--- src/rtl/zpc_pkg.sv ---
package zpc_pkg;

  // Sequencing phases of one codeword
  typedef enum logic [1:0] {
    PH_IDLE = 2'd0,
    PH_DATA = 2'd1,
    PH_PAD  = 2'd2,
    PH_INFO = 2'd3
  } phase_e;

endpackage

--- src/rtl/zpc_branch.sv ---
module zpc_branch #(
  parameter int TAP_W = 16
) (
  input  logic             clk,
  input  logic             rst_n,
  input  logic             clr,
  input  logic             shift_en,
  input  logic             bit_in,
  input  logic [TAP_W-1:0] cfg_taps,
  output logic             parity
);

  localparam int HW = TAP_W - 1;

  logic [HW-1:0]    hist_q, hist_d;
  logic [TAP_W-1:0] taps_q, taps_d;

  // Window: bit 0 is the current input, bit i the input i positions back
  assign parity = ^(taps_q & {hist_q, bit_in});

  always_comb begin
    hist_d = hist_q;
    taps_d = taps_q;
    if (clr) begin
      hist_d = '0;
      taps_d = cfg_taps;
    end else if (shift_en) begin
      hist_d = HW'({hist_q, bit_in});
    end
  end

  always_ff @(posedge clk or negedge rst_n) begin
    if (!rst_n) begin
      hist_q <= '0;
      taps_q <= '0;
    end else begin
      hist_q <= hist_d;
      taps_q <= taps_d;
    end
  end

  // a clear leaves an all-zero history
  p_clear_history_r6: assert property (@(posedge clk) disable iff (!rst_n)
    clr |=> (hist_q == '0));

  // the newest history bit is the input shifted in on the previous cycle
  p_shift_newest_r1: assert property (@(posedge clk) disable iff (!rst_n)
    (shift_en && !clr) |=> (hist_q[0] == $past(bit_in)));

endmodule

--- src/rtl/zpc_info_store.sv ---
module zpc_info_store #(
  parameter int K_MAX = 64,
  parameter int IDX_W = 6
) (
  input  logic             clk,
  input  logic             rst_n,
  input  logic             wr_en,
  input  logic [IDX_W-1:0] wr_idx,
  input  logic             wr_bit,
  input  logic [IDX_W-1:0] rd_idx,
  output logic             rd_bit
);

  logic [K_MAX-1:0] mem_q, mem_d;

  assign rd_bit = mem_q[rd_idx];

  always_comb begin
    mem_d = mem_q;
    if (wr_en) begin
      mem_d[wr_idx] = wr_bit;
    end
  end

  always_ff @(posedge clk or negedge rst_n) begin
    if (!rst_n) begin
      mem_q <= '0;
    end else if (wr_en) begin
      mem_q <= mem_d;
    end
  end

  // a stored bit reads back at its own index on the next cycle
  p_store_readback_r4: assert property (@(posedge clk) disable iff (!rst_n)
    (wr_en && (wr_idx == rd_idx)) |=> (rd_bit == $past(wr_bit)));

endmodule

--- src/rtl/zpc_sequencer.sv ---
module zpc_sequencer
  import zpc_pkg::*;
#(
  parameter int K_MAX   = 64,
  parameter int PAD_MAX = 64,
  parameter int KW      = 7,
  parameter int PW      = 7,
  parameter int POS_W   = 8,
  parameter int IDX_W   = 6
) (
  input  logic             clk,
  input  logic             rst_n,
  input  logic             start,
  input  logic [KW-1:0]    cfg_k,
  input  logic [PW-1:0]    cfg_pad,
  input  logic             in_valid,
  input  logic             in_data,
  output logic             in_ready,
  input  logic             par_a,
  input  logic             par_b,
  output logic             clr,
  output logic             shift_en,
  output logic             feed_bit,
  output logic             wr_en,
  output logic [IDX_W-1:0] wr_idx,
  output logic [IDX_W-1:0] rd_idx,
  input  logic             rd_bit,
  input  logic             code_ready,
  output logic             code_valid,
  output logic             code_data,
  output logic             code_last
);

  phase_e           phase_q, phase_d;
  logic [KW-1:0]    k_q, k_d;
  logic [PW-1:0]    pad_q, pad_d;
  logic [POS_W-1:0] pos_q, pos_d;
  logic [IDX_W-1:0] rd_q, rd_d;
  logic             pend_q, pend_d;
  logic             selb_q, selb_d;
  logic             pa_q, pa_d;
  logic             pb_q, pb_d;

  logic             slot_free;
  logic             gen_data, gen_pad, gen;
  logic [POS_W-1:0] k_ext, span_ext;
  logic             info_turn, info_end, info_fire;

  // Pending parity pair frees its slot when empty or when its B bit leaves
  assign slot_free = !pend_q || (selb_q && code_ready);
  assign in_ready  = (phase_q == PH_DATA) && slot_free;
  assign gen_data  = in_ready && in_valid;
  assign gen_pad   = (phase_q == PH_PAD) && slot_free;
  assign gen       = gen_data || gen_pad;

  assign k_ext    = POS_W'(k_q);
  assign span_ext = POS_W'(k_q) + POS_W'(pad_q);

  assign info_turn = (phase_q == PH_INFO) && !pend_q;
  assign info_end  = (KW'(rd_q) == (k_q - KW'(1)));
  assign info_fire = info_turn && code_ready;

  assign clr      = (phase_q == PH_IDLE) && start;
  assign shift_en = gen;
  assign feed_bit = (phase_q == PH_DATA) ? in_data : 1'b0;
  assign wr_en    = gen_data;
  assign wr_idx   = IDX_W'(pos_q);
  assign rd_idx   = rd_q;

  assign code_valid = pend_q || (phase_q == PH_INFO);
  assign code_data  = pend_q ? (selb_q ? pb_q : pa_q) : rd_bit;
  assign code_last  = info_turn && info_end;

  // Next-state logic
  always_comb begin
    phase_d = phase_q;
    k_d     = k_q;
    pad_d   = pad_q;
    pos_d   = pos_q;
    rd_d    = rd_q;
    pend_d  = pend_q;
    selb_d  = selb_q;
    pa_d    = pa_q;
    pb_d    = pb_q;

    if (gen) begin
      pend_d = 1'b1;
      selb_d = 1'b0;
      pa_d   = par_a;
      pb_d   = par_b;
      pos_d  = pos_q + POS_W'(1);
    end else if (pend_q && code_ready) begin
      if (selb_q) begin
        pend_d = 1'b0;
      end else begin
        selb_d = 1'b1;
      end
    end

    unique case (phase_q)
      PH_IDLE: begin
        if (start) begin
          k_d     = cfg_k;
          pad_d   = cfg_pad;
          pos_d   = '0;
          rd_d    = '0;
          phase_d = PH_DATA;
        end
      end
      PH_DATA: begin
        if (gen_data && (pos_q == k_ext - POS_W'(1))) begin
          phase_d = (pad_q == '0) ? PH_INFO : PH_PAD;
        end
      end
      PH_PAD: begin
        if (gen_pad && (pos_q == span_ext - POS_W'(1))) begin
          phase_d = PH_INFO;
        end
      end
      PH_INFO: begin
        if (info_fire) begin
          rd_d = rd_q + IDX_W'(1);
          if (info_end) begin
            phase_d = PH_IDLE;
          end
        end
      end
      default: phase_d = PH_IDLE;
    endcase
  end

  // State registers
  always_ff @(posedge clk or negedge rst_n) begin
    if (!rst_n) begin
      phase_q <= PH_IDLE;
      k_q     <= '0;
      pad_q   <= '0;
      pos_q   <= '0;
      rd_q    <= '0;
      pend_q  <= 1'b0;
      selb_q  <= 1'b0;
      pa_q    <= 1'b0;
      pb_q    <= 1'b0;
    end else begin
      phase_q <= phase_d;
      k_q     <= k_d;
      pad_q   <= pad_d;
      pos_q   <= pos_d;
      rd_q    <= rd_d;
      pend_q  <= pend_d;
      selb_q  <= selb_d;
      pa_q    <= pa_d;
      pb_q    <= pb_d;
    end
  end

  // a stalled output bit holds until taken
  p_stall_hold_r8: assert property (@(posedge clk) disable iff (!rst_n)
    (code_valid && !code_ready) |=>
      (code_valid && $stable(code_data) && $stable(code_last)));

  // the end marker only travels with a valid bit
  p_last_with_valid_r5: assert property (@(posedge clk) disable iff (!rst_n)
    code_last |-> code_valid);

  // after the final bit is taken the block falls silent
  p_quiet_after_last_r5: assert property (@(posedge clk) disable iff (!rst_n)
    (code_valid && code_ready && code_last) |=> (!code_valid && !in_ready));

  // no input is taken once k bits have been counted
  p_ready_bounded_r7: assert property (@(posedge clk) disable iff (!rst_n)
    in_ready |-> (pos_q < k_ext));

  // information read index stays inside the captured length
  p_info_index_r4: assert property (@(posedge clk) disable iff (!rst_n)
    info_turn |-> (KW'(rd_q) < k_q));

endmodule

--- src/rtl/zp_conv_coder.sv ---
module zp_conv_coder #(
  parameter int TAP_W   = 16,
  parameter int K_MAX   = 64,
  parameter int PAD_MAX = 64,
  localparam int KW     = $clog2(K_MAX + 1),
  localparam int PW     = $clog2(PAD_MAX + 1)
) (
  input  logic             clk,
  input  logic             rst_n,
  input  logic             start,
  input  logic [KW-1:0]    cfg_k,
  input  logic [PW-1:0]    cfg_pad,
  input  logic [TAP_W-1:0] cfg_tap_a,
  input  logic [TAP_W-1:0] cfg_tap_b,
  input  logic             in_valid,
  output logic             in_ready,
  input  logic             in_data,
  output logic             code_valid,
  input  logic             code_ready,
  output logic             code_data,
  output logic             code_last
);

  localparam int POS_W    = $clog2(K_MAX + PAD_MAX + 1);
  localparam int IDX_W    = (K_MAX > 1) ? $clog2(K_MAX) : 1;
  localparam int BRANCHES = 2;

  // Reset: asserted asynchronously, released on a clock edge
  logic [1:0] rst_sync_q;
  logic       rst_int_n;

  always_ff @(posedge clk or negedge rst_n) begin
    if (!rst_n) begin
      rst_sync_q <= 2'b00;
    end else begin
      rst_sync_q <= {rst_sync_q[0], 1'b1};
    end
  end
  assign rst_int_n = rst_sync_q[1];

  logic             clr, shift_en, feed_bit;
  logic             wr_en, rd_bit;
  logic [IDX_W-1:0] wr_idx, rd_idx;
  logic [TAP_W-1:0] tap_cfg [BRANCHES];
  logic             par     [BRANCHES];

  assign tap_cfg[0] = cfg_tap_a;
  assign tap_cfg[1] = cfg_tap_b;

  for (genvar gi = 0; gi < BRANCHES; gi++) begin : g_branch
    zpc_branch #(
      .TAP_W (TAP_W)
    ) u_branch (
      .clk      (clk),
      .rst_n    (rst_int_n),
      .clr      (clr),
      .shift_en (shift_en),
      .bit_in   (feed_bit),
      .cfg_taps (tap_cfg[gi]),
      .parity   (par[gi])
    );
  end

  zpc_info_store #(
    .K_MAX (K_MAX),
    .IDX_W (IDX_W)
  ) u_store (
    .clk    (clk),
    .rst_n  (rst_int_n),
    .wr_en  (wr_en),
    .wr_idx (wr_idx),
    .wr_bit (in_data),
    .rd_idx (rd_idx),
    .rd_bit (rd_bit)
  );

  zpc_sequencer #(
    .K_MAX   (K_MAX),
    .PAD_MAX (PAD_MAX),
    .KW      (KW),
    .PW      (PW),
    .POS_W   (POS_W),
    .IDX_W   (IDX_W)
  ) u_seq (
    .clk        (clk),
    .rst_n      (rst_int_n),
    .start      (start),
    .cfg_k      (cfg_k),
    .cfg_pad    (cfg_pad),
    .in_valid   (in_valid),
    .in_data    (in_data),
    .in_ready   (in_ready),
    .par_a      (par[0]),
    .par_b      (par[1]),
    .clr        (clr),
    .shift_en   (shift_en),
    .feed_bit   (feed_bit),
    .wr_en      (wr_en),
    .wr_idx     (wr_idx),
    .rd_idx     (rd_idx),
    .rd_bit     (rd_bit),
    .code_ready (code_ready),
    .code_valid (code_valid),
    .code_data  (code_data),
    .code_last  (code_last)
  );

  // nothing is offered or requested while reset is held
  p_reset_quiet_r10: assert property (@(posedge clk)
    !rst_int_n |-> (!code_valid && !in_ready));

endmodule

--- config.mk ---
export PLATFORM = sky130hd
export DESIGN_NAME = zp_conv_coder
export DESIGN_NICKNAME = d
export VERILOG_FILES = /design/src/rtl/zpc_pkg.sv /design/src/rtl/zpc_branch.sv /design/src/rtl/zpc_info_store.sv /design/src/rtl/zpc_sequencer.sv /design/src/rtl/zp_conv_coder.sv
export SDC_FILE = /design/constraint.sdc
export NUM_CORES = 1
export LEC_CHECK = 0
export BUFFER_PORTS_ARGS = -buffer_cell sky130_fd_sc_hd__buf_4
export CAP_MARGIN = 20
export CORE_UTILIZATION = 60
export CTS_CLUSTER_DIAMETER = 120
export DETAILED_ROUTE_END_ITERATION = 7
export GPL_ROUTABILITY_DRIVEN = 0
export PLACE_DENSITY = 0.88
export SYNTH_ARGS = -nofsm -noshare
export SYNTH_HDL_FRONTEND = slang
export SYNTH_SLANG_ARGS = --single-unit
export TNS_END_PERCENT = 10
--- constraint.sdc ---
create_clock -name clk -period 5.2 [get_ports clk]
set_input_delay 1.04 -clock clk [delete_from_list [all_inputs] [get_ports clk]]
set_output_delay 1.04 -clock clk [all_outputs]
set_load 0.03 [all_outputs]
==> results.sh <==
export IMPL_yosys_area_top_type="dfrtp_1"
export IMPL_synth_fp_nets=804
export IMPL_worstSkewPairLatency_ns=0.42
export IMPL_seq_area_frac_synth_pct=47.0
export IMPL_netlist_area_leader_share_pct=47.0
export IMPL_drv_cap=0
export IMPL_vias_per_cell=5.99
export IMPL_drt_initial_drc_count=648
export IMPL_die_area_sq_um=13500
export IMPL_n_fill_cell=832
export IMPL_vias=5711
export IMPL_power_density_nw_per_um2=408
export IMPL_holdWs_ns=0.360
export IMPL_finalHoldViolations=0
export IMPL_post_route_drc_count=0
export IMPL_drt_total_wl_um=17600
export IMPL_tns_ns=0
export IMPL_power_total_w=0.00365
export IMPL_design_area_sq_um=8930
export IMPL_drv_slew=0
export IMPL_cts_tree="yes"
export IMPL_start_util_pct=61.8
export IMPL_drive_gt1_share_pct=23.3
export IMPL_grt_antenna_before_repair=0
export IMPL_ys_types=47
export IMPL_skew_ns=0.00718
export IMPL_slowest_delay_ns=0.74
export IMPL_max_freq_ghz=0.243
export IMPL_clock_sink_count=147
export IMPL_grt_setup_unrepaired="false"
export IMPL_globalRoute_totalOverflow=0
export IMPL_crit_type="flip-flop to output pin"
export IMPL_yosys_top_cells_count="147 x dfrtp_1, 93 x nand2_1, 84 x nor2_1"
export IMPL_yosysWarnings=0
export IMPL_area_delta_synth_final_pct=14.1
export IMPL_cp_slowest_cell="dfrtp_1"
export IMPL_yosys_top_cells_area="dfrtp_1 47%, mux2_2 9.6%, mux4_2 5.8%"
export IMPL_clkTransAtPathRegs_ns=0.06
export IMPL_dieWidth_um=116
export IMPL_grt_usage_pct=28.2
export IMPL_clockBufferDepth=2
export IMPL_ioPinCount=56
export IMPL_crit_required_ns=4.16
export IMPL_start_kind="flip-flop"
export IMPL_wl_met3_um=1220
export IMPL_worst_path_buf_inv=1
export IMPL_port_buffers=55
export IMPL_post_cts_resized=0
export IMPL_status="finished clean"
export IMPL_timing_critical_path_mode_cell="mux4_2"
export IMPL_yosysMostFrequentCell="dfrtp_1"
export IMPL_syn_area_per_cell_sq_um=10.7
export IMPL_synth_cells=731
export IMPL_critPathTopFamily="multiplexers"
export IMPL_wl_met1_um=7300
export IMPL_synth_ff_type="dfrtp_1"
export IMPL_arrival_ns=3.07
export IMPL_postCtsHoldBufs=0
export IMPL_post_cts_setup_buffers=0
export IMPL_cp_max_fo=10
export IMPL_grt_max_degree=75
export IMPL_synth_area_sq_um=7830
export IMPL_fin_crit_ns=4.11
export IMPL_peakVddDrop_v=0.000250
export IMPL_crit_chain="mux4_2 > mux4_2 > mux2_2 > a21oi_1 > a21o_1 > o31ai_1 > buf_4"
export IMPL_top_layer_used="met4"
export IMPL_ys_ff_latch=147
export IMPL_htree_levels=4
export IMPL_place_area_sq_um=8340
export IMPL_antenna_left=0
export IMPL_leakagePower_nw=4.11
export IMPL_cts_root_buffer="clkbuf_16"
export IMPL_cts_made_buffers=17
export IMPL_core_sq_um=12700
export IMPL_worst_pin_slew_ns=0.950
export IMPL_synth_edff_count=0
export IMPL_async_flop_share_pct=100
export IMPL_worst_hold_path_type="flip-flop to flip-flop"
export IMPL_post_drt_wl_per_cell_um=18.4
export IMPL_setup_viol=0
export IMPL_grt_pass1_wl_um=28700
export IMPL_antenna_cells=0
export IMPL_relSlewSlack_pct=36.7
export IMPL_fp_row_count=41
export IMPL_chipHeight_um=116
export IMPL_first_pass_iters=5
export IMPL_dp_hpwl_um=11900
export IMPL_wl_met2_um=8560
export IMPL_grt_pass1_vias=5763
export IMPL_nets=842
export IMPL_utilization_pct=70.5
export IMPL_cp_end_kind="output pin"
export IMPL_period_share_pct=79.1
sequential cells by signal, summed over array words and instances (netlist names):
register	cells
g_branch.u_branch.taps_q	32
u_seq.rd_idx	6
u_seq.phase_q	2
u_seq.k_q	7
u_seq.pb_q	1
u_seq.pend_q	1
u_seq.pa_q	1
u_seq.pad_q	7
u_store.mem_q	64
g_branch.u_branch.hist_q	15
u_seq.pos_q	8
rst_sync_q	2
u_seq.selb_q	1
cell type report:
cell class	count	area [sq um]	area share [%]
Sequential cell	147	3680	41.2
Clock inverter	12	145	1.62
Multi-Input combinational cell	511	3860	43.3
Timing Repair Buffer	59	455	5.10
Clock buffer	20	447	5.00
Tap cell	172	215	2.41
Inverter	33	124	1.39
stage by stage:
stage,cells,setup slack (ns)
global placement,922,1.59
global route,954,0.986
detailed placement,922,1.58
CTS,954,1.09
floorplan,731,0.801
finish,954,1.09
power breakdown:
part | total, W | internal, W | switching (W)
Combinational | 0.000881 | 0.000382 | 0.000499
Clock | 0.00123 | 0.000729 | 0.000499
Sequential | 0.00154 | 0.00131 | 0.000225
cell families (layout without fill, tap and decap cells):
logic type	Yosys count	in the layout	synth area share, %
AO/OA/AOI/OAI	72	72	5.18
flip-flops	147	147	47.0
AND/OR/NAND/NOR	228	228	12.6
other	1	1	0.0479
multiplexers	122	122	20.4
XOR/XNOR	67	67	7.67
buffers and inverters	73	124	3.69
adder cells (fa/ha/maj)	21	21	3.45
routing by layer:
layer / global-route usage [%] / up-vias
li1: - / 2553
met1: 37.0 / 2838
met2: 44.8 / 277
met3: 6.18 / 43
met4: 13.8 / 0
met5: 0 / -
worst reg2reg max path: stages (launching register included):
cell      delay, ns
dfrtp_1        0.52
inv_1          0.18
ha_1           0.37
inv_1          0.06
ha_1           0.30
a211oi_1       0.36
nor2_1         0.12
xnor2_1        0.19
nand4_1        0.11
o41ai_1        0.38
nand3b_1       0.18
mux2_1         0.33
layout by cell type (no fill, tap or decap), drive strengths merged, types with 2 or more instances in the layout:
cell type and instances:
buf 59, and2 5, a211oi 2, mux2 98, xor2 24, o31ai 3
o211ai 2, nand3 14, nand2b 3, nand4 4, o21ai 30, clkbuf 20
dfrtp 147, clkinv 5, nor4 4, and3 4, or3 3, ha 20
a21oi 27, bufinv 2, mux4 20, xnor2 42, nor2 84, nand2 93
inv 37, mux2i 4, nand3b 7, nand4b 2
worst paths after layout:
| kind | end | cells past startpoint | start | slack (ns) |
|---|---|---|---|---|
| setup / recovery | code_data | 7 | u_seq.rd_idx[0] | 1.09 |
| hold / removal | rst_sync_q[1] | 0 | rst_sync_q[0] | 0.36 |
| setup reg to reg | u_seq.phase_q[1] | 11 | u_seq.k_q[2] | 1.97 |
| hold reg to reg | rst_sync_q[1] | 0 | rst_sync_q[0] | 0.36 |
| max in group asynchronous | u_store.mem_q[5] | 1 | rst_sync_q[1] | 3.27 |
| min in group asynchronous | rst_sync_q[1] | 1 | rst_n | 0.39 |
Note: power is estimated with default switching activity, not from simulation.
